--- src/rtl/pg_pkg.sv ---
package pg_pkg;
  localparam int SENSE_W = 3;
  localparam int N_LVL   = (1 << SENSE_W) - 1;

  typedef int unsigned dly_tab_t [N_LVL];

  // largest of a delay table and three scalar delays
  function automatic int unsigned dly_max(dly_tab_t tab, int unsigned a,
                                          int unsigned b, int unsigned c);
    int unsigned m;
    m = a;
    if (b > m) m = b;
    if (c > m) m = c;
    for (int i = 0; i < N_LVL; i++) if (tab[i] > m) m = tab[i];
    return m;
  endfunction
endpackage

--- src/rtl/pg_timer.sv ---
// Qualification counter: counts timebase pulses while run is high and
// flags done on the pulse at which the elapsed count reaches limit.
module pg_timer #(
  parameter int TW = 16
) (
  input  logic          clk,
  input  logic          rst,
  input  logic          tick,
  input  logic          run,
  input  logic [TW-1:0] limit,
  output logic          done
);
  logic [TW-1:0] cnt;
  logic [TW:0]   nxt;

  assign nxt  = {1'b0, cnt} + {{TW{1'b0}}, 1'b1};
  assign done = run && tick && (nxt >= {1'b0, limit});

  always_ff @(posedge clk) begin
    if (rst || !run)
      cnt <= '0;
    else if (tick)
      cnt <= done ? '0 : nxt[TW-1:0];
  end
endmodule

--- src/rtl/pg_cell.sv ---
// Per-cell overcharge latch with its qualification timer.
module pg_cell #(
  parameter int          TW     = 16,
  parameter int unsigned OV_DLY = 2500
) (
  input  logic clk,
  input  logic rst,
  input  logic tick,
  input  logic ov,
  input  logic ocr,
  output logic ovc_q,
  output logic ovc_n
);
  logic trip;

  pg_timer #(.TW(TW)) u_tmr (
    .clk   (clk),
    .rst   (rst),
    .tick  (tick),
    .run   (ov && !ovc_q),
    .limit (TW'(OV_DLY)),
    .done  (trip)
  );

  // release is immediate once the cell drops under the release level
  assign ovc_n = ovc_q ? ocr : trip;

  always_ff @(posedge clk) begin
    if (rst) ovc_q <= 1'b0;
    else     ovc_q <= ovc_n;
  end
endmodule

--- src/rtl/pg_surge.sv ---
// Overcurrent path: inverse-time qualification and minimum lockout.
module pg_surge
  import pg_pkg::*;
#(
  parameter int          TW       = 16,
  parameter int unsigned LOCK_DLY = 25600,
  parameter dly_tab_t    OC_DLY   = '{900, 560, 280, 200, 54, 29, 27}
) (
  input  logic               clk,
  input  logic               rst,
  input  logic               tick,
  input  logic               enable,
  input  logic               veto,
  input  logic [SENSE_W-1:0] lvl,
  input  logic               load_rel,
  output logic               ocf_q,
  output logic               ocf_n
);
  logic [TW-1:0] tab [N_LVL];
  logic [TW-1:0] limit;
  logic [TW-1:0] lk;
  logic          lk_done;
  logic          run;
  logic          done;

  genvar gi;
  generate
    for (gi = 0; gi < N_LVL; gi++) begin : g_tab
      assign tab[gi] = TW'(OC_DLY[gi]);
    end
  endgenerate

  always_comb begin
    limit = '1;
    if (lvl != '0) limit = tab[lvl - SENSE_W'(1)];
  end

  assign run = enable && !ocf_q && (lvl != '0);

  pg_timer #(.TW(TW)) u_tmr (
    .clk   (clk),
    .rst   (rst),
    .tick  (tick),
    .run   (run),
    .limit (limit),
    .done  (done)
  );

  assign lk_done = (lk == TW'(LOCK_DLY));
  assign ocf_n   = ocf_q ? !(lk_done && load_rel) : (done && !veto);

  always_ff @(posedge clk) begin
    if (rst) begin
      ocf_q <= 1'b0;
      lk    <= '0;
    end else begin
      ocf_q <= ocf_n;
      if (!ocf_q)              lk <= '0;
      else if (tick && !lk_done) lk <= lk + TW'(1);
    end
  end
endmodule

--- src/rtl/pack_guard.sv ---
module pack_guard
  import pg_pkg::*;
#(
  parameter int unsigned OV_DLY   = 2500,
  parameter int unsigned UV_DLY   = 2500,
  parameter int unsigned LOCK_DLY = 25600,
  parameter dly_tab_t    OC_DLY   = '{900, 560, 280, 200, 54, 29, 27}
) (
  input  logic               clk,
  input  logic               rst,
  input  logic               unit_tick_i,
  input  logic [1:0]         cell_ov_i,
  input  logic [1:0]         cell_ocr_i,
  input  logic [1:0]         cell_uv_i,
  input  logic [1:0]         cell_odr_i,
  input  logic [1:0]         cell_hi_i,
  input  logic [SENSE_W-1:0] sense_lvl_i,
  input  logic               chg_det_i,
  input  logic               load_rel_i,
  output logic               chg_en_o,
  output logic               dsg_en_o,
  output logic [1:0]         bleed_o,
  output logic               pd_o
);
  localparam int unsigned TMAX = dly_max(OC_DLY, OV_DLY, UV_DLY, LOCK_DLY);
  localparam int          TW   = $clog2(TMAX + 1) + 1;

  logic [1:0] ovc_q, ovc_n;
  logic       uvf_q, uvf_n;
  logic       pd_n;
  logic       uv_trip;
  logic       ocf_q, ocf_n;
  logic [1:0] bleed_n;

  genvar gc;
  generate
    for (gc = 0; gc < 2; gc++) begin : g_cell
      pg_cell #(.TW(TW), .OV_DLY(OV_DLY)) u_cell (
        .clk   (clk),
        .rst   (rst),
        .tick  (unit_tick_i),
        .ov    (cell_ov_i[gc]),
        .ocr   (cell_ocr_i[gc]),
        .ovc_q (ovc_q[gc]),
        .ovc_n (ovc_n[gc])
      );
      assign bleed_n[gc] = ovc_n[gc] && (cell_hi_i[gc] || !cell_ocr_i[1-gc]);
    end
  endgenerate

  pg_timer #(.TW(TW)) u_uv_tmr (
    .clk   (clk),
    .rst   (rst),
    .tick  (unit_tick_i),
    .run   (!pd_o && !uvf_q && (|cell_uv_i)),
    .limit (TW'(UV_DLY)),
    .done  (uv_trip)
  );

  pg_surge #(.TW(TW), .LOCK_DLY(LOCK_DLY), .OC_DLY(OC_DLY)) u_surge (
    .clk      (clk),
    .rst      (rst),
    .tick     (unit_tick_i),
    .enable   (!pd_o && !uvf_q),
    .veto     (uv_trip),
    .lvl      (sense_lvl_i),
    .load_rel (load_rel_i),
    .ocf_q    (ocf_q),
    .ocf_n    (ocf_n)
  );

  assign pd_n  = pd_o  ? !chg_det_i : uv_trip;
  assign uvf_n = uvf_q ? (pd_o || (|cell_odr_i)) : uv_trip;

  always_ff @(posedge clk) begin
    if (rst) begin
      uvf_q    <= 1'b0;
      pd_o     <= 1'b0;
      chg_en_o <= 1'b1;
      dsg_en_o <= 1'b1;
      bleed_o  <= 2'b00;
    end else begin
      uvf_q    <= uvf_n;
      pd_o     <= pd_n;
      chg_en_o <= !(|ovc_n);
      dsg_en_o <= !(uvf_n || ocf_n);
      bleed_o  <= bleed_n;
    end
  end
endmodule

--- config.mk ---
export PLATFORM = sky130hd
export DESIGN_NAME = pack_guard
export DESIGN_NICKNAME = d
export VERILOG_FILES = /design/src/rtl/pg_pkg.sv /design/src/rtl/pg_timer.sv /design/src/rtl/pg_cell.sv /design/src/rtl/pg_surge.sv /design/src/rtl/pack_guard.sv
export SDC_FILE = /design/constraint.sdc
export NUM_CORES = 1
export LEC_CHECK = 0
export ABC_AREA = 1
export BUFFER_PORTS_ARGS = -buffer_cell sky130_fd_sc_hd__buf_4
export CAP_MARGIN = 20
export CORE_ASPECT_RATIO = 0.7
export CORE_UTILIZATION = 50
export DETAILED_ROUTE_END_ITERATION = 8
export PLACE_DENSITY = 0.72
export SLEW_MARGIN = 10
export SYNTH_ARGS = -nofsm -noshare
export SYNTH_HDL_FRONTEND = slang
export SYNTH_SLANG_ARGS = --single-unit
--- constraint.sdc ---
create_clock -name clk -period 8.1 [get_ports clk]
set_input_delay 2.43 -clock clk [delete_from_list [all_inputs] [get_ports clk]]
set_output_delay 2.43 -clock clk [all_outputs]
set_load 0.01 [all_outputs]
==> impl_metrics.ini <==
[clock_network]
numCtsBuffers = 9
post_cts_buffers = 0
hold_buffers = 0
post_cts_resized = 0
cts.sinks = 89
htree_levels = 3
clkTransAtPathRegs_ps = 70
cts.path.max_buffers = 2
clock_latency_ps = 350
cts_tree = built
root_buffer = clkbuf_16

[detailed_routing]
drt_iter0_drc = 382
viasPerCell = 5.00
wl_met3_um = 585
dr.pass1.iters = 5
drcViolationCount = 0
met1_length_um = 7740
dr.max_layer_used = met4
vias = 5826
drt_wl_total_um = 13900
ant_nets = 0
routedWlPerCell_um = 12.0
met2WireLength_um = 5450

[finish]
fin_nets = 1050
multi_input_area_sq_um = 3780
post-route-cell-area_sq_um = 6750
post-route-util_pct = 56.8
ff_latch_area_sq_um = 1780
area_growth_pct = 8.70
nFillCells = 1182
antennaDiodeCount = 0
layout.cells.non_filler = 1166
mostFrequentLayoutCells = nand2_1 (290), inv_1 (134), nor2_1 (116)
final_common_cell = nand2_1
drive_gt1_share_pct = 8.72

[setup_path]
r2r_end = u_surge.u_tmr.cnt[3]
crit_top_cell = a21oi_1
end_kind = flip-flop
slowest_stage = inv_1
r2r_start = u_surge.u_tmr.cnt[0]
crit_path_start = sense_lvl_i[0]
crit_path_start_kind = input port
path_class = in -> reg
ff2ff_setup_slack_ps = 4970
crit_path_end = u_surge.u_tmr.cnt[3]
crit_required_ps = 8370
slowest_delay_ps = 300
worstPathCellList = buf_4, inv_1, ha_1, inv_1, nor2_1, inv_1, o21ai_0, a21oi_1, ha_1, a21oi_1, o21ai_0, a21oi_1, nor2_1, nor2_1, nand3_2, nand2_4, nand2_1, a21oi_1
cp.arrival_ps = 5030
rr_worst_depth = 17
cp_max_fo = 17

[synthesis]
syn_area_per_cell_sq_um = 6.24
synth_compound_area_share_pct = 11.0
seq_area_frac_synth_pct = 28.7
synth_top_family_by_area = simple AND/OR/NAND/NOR gates
synthDistinctLibCells = 37
synth-seq-cells = 89
synth_nets = 1042
synthAdderAreaFrac_pct = 5.64
synth-simple-area-share_pct = 39.3
synth_xor_area_share_pct = 4.93
syn_inst = 996
netlist_area_sq_um = 6210
yosys_warnings = 0
yosys-mux-area-fraction_pct = 0

[grt]
gr-total-overflow = 0
grt_usage_pct = 23.2
antenna_found_initial = 0
grt_pass1_wl_um = 24000
grt_pass1_vias = 5110
grt_max_degree = 67

[min_path]
hold_class = reg -> reg
whs_path_depth = 2
hold_start = g_cell[1].u_cell.u_tmr.cnt[14]

[place]
post-dp-hpwl_um = 10200
dp.cells = 1150
dpl_cell_area_sq_um = 6450
gp_congestion = 0.867
portBuffers = 22

[sta]
fin_crit_ps = 4760
worst_slew_pin_slew_ps = 706
rsz0062_at_grt = false
tns_ps = 0
finalClockSkew_ps = 7.55
period_share_pct = 58.7
max_freq_ghz = 0.210
hold_viol = 0
relSlewSlack_pct = 52.8
slew_viol_final = 0
setup_viol = 0

[floorplanning]
fp.coreArea_sq_um = 11900
start_util_pct = 52.2
fp.dieH_um = 95.3
rows = 33
io_pins = 23
die_area_sq_um = 12900
die_w_um = 135

[power]
power_w = 0.000936
peakVddDrop_mv = 0.109
p_leak_nw = 2.79
power_density_nw_per_um2 = 139

[job]
cap_violations = 0

[run_status]
status = completed
[synthesized netlist by cell type, drive strengths merged]
library cell / count / area, sq um
nand2: 310 / 1240
or2: 3 / 18.8
clkbuf: 20 / 75.1
a21oi: 91 / 493
nor4: 6 / 37.5
dfxtp: 89 / 1780
nand4: 27 / 169
nor2: 125 / 526
xor2: 24 / 210
nor3b: 3 / 22.5
inv: 138 / 518
o211ai: 2 / 15.0
o21a: 1 / 7.51
nand3b: 5 / 37.5
xnor2: 11 / 96.3
buf: 6 / 51.3
o31ai: 1 / 7.51
o21bai: 2 / 15.0
o21ai: 28 / 144
nand3: 56 / 295
ha: 28 / 350
nor3: 18 / 95.1
clkinv: 2 / 7.51
[worst min path at each step]
| stage | to |
|---|---|
| after global routing | g_cell[1].u_cell.u_tmr.cnt[14] |
| after detailed placement | g_cell[1].u_cell.u_tmr.cnt[14] |
| after global placement | g_cell[1].u_cell.u_tmr.cnt[14] |
| after floorplan | g_cell[1].u_cell.u_tmr.cnt[14] |
| final | g_cell[1].u_cell.u_tmr.cnt[14] |
| after CTS | g_cell[1].u_cell.u_tmr.cnt[14] |
[registers in the layout, summed over array words and instances (netlist names)]
register and count:
u_uv_tmr.cnt 16, dsg_en_o 1, u_surge.ocf_q 1, bleed_o 2
u_surge.u_tmr.cnt 16, chg_en_o 1, uvf_q 1, g_cell.u_cell.ovc_q 2
u_surge.lk 16, pd_o 1, g_cell.u_cell.u_tmr.cnt 32
[per-layer routing]
metal,vias to the layer above,track usage (%)
li1,3163,-
met1,2561,34.8
met2,91,33.0
met3,11,4.63
met4,0,6.93
met5,-,0
[final cells by class]
cell class / instances / area share, %
Multi-Input combinational cell: 741 / 56.0
Sequential cell: 89 / 26.4
Inverter: 140 / 7.78
Clock buffer: 11 / 3.45
Tap cell: 157 / 2.91
Timing Repair Buffer: 23 / 2.56
Clock inverter: 5 / 0.963
[kinds of logic after synthesis]
group	count (synthesis)
AO/OA/AOI/OAI	125
buffers and inverters	166
flip-flops	89
XOR/XNOR	35
adder cells (fa/ha/maj)	28
AND/OR/NAND/NOR	553
[metrics by stage]
step | hold slack [ps] | setup slack (ps)
floorplan | 445 | 3390
global placement | 460 | 3160
detailed placement | 458 | 3050
CTS | 468 | 3370
global route | 490 | 3020
finish | 468 | 3340
[where the power goes]
part	switching, W	internal, W
Sequential	0.00000268	0.000440
Clock	0.000186	0.000242
Combinational	0.0000443	0.0000207
[worst max-delay path, delay by kind of cell]
family | cells | cell delay, ps
and+or+nand+nor | 6 | 630
buffers and inverters | 4 | 570
AOI/OAI and AO/OA | 6 | 890
adders and majority gates | 2 | 510
Note: power is estimated with default switching activity, not from simulation.
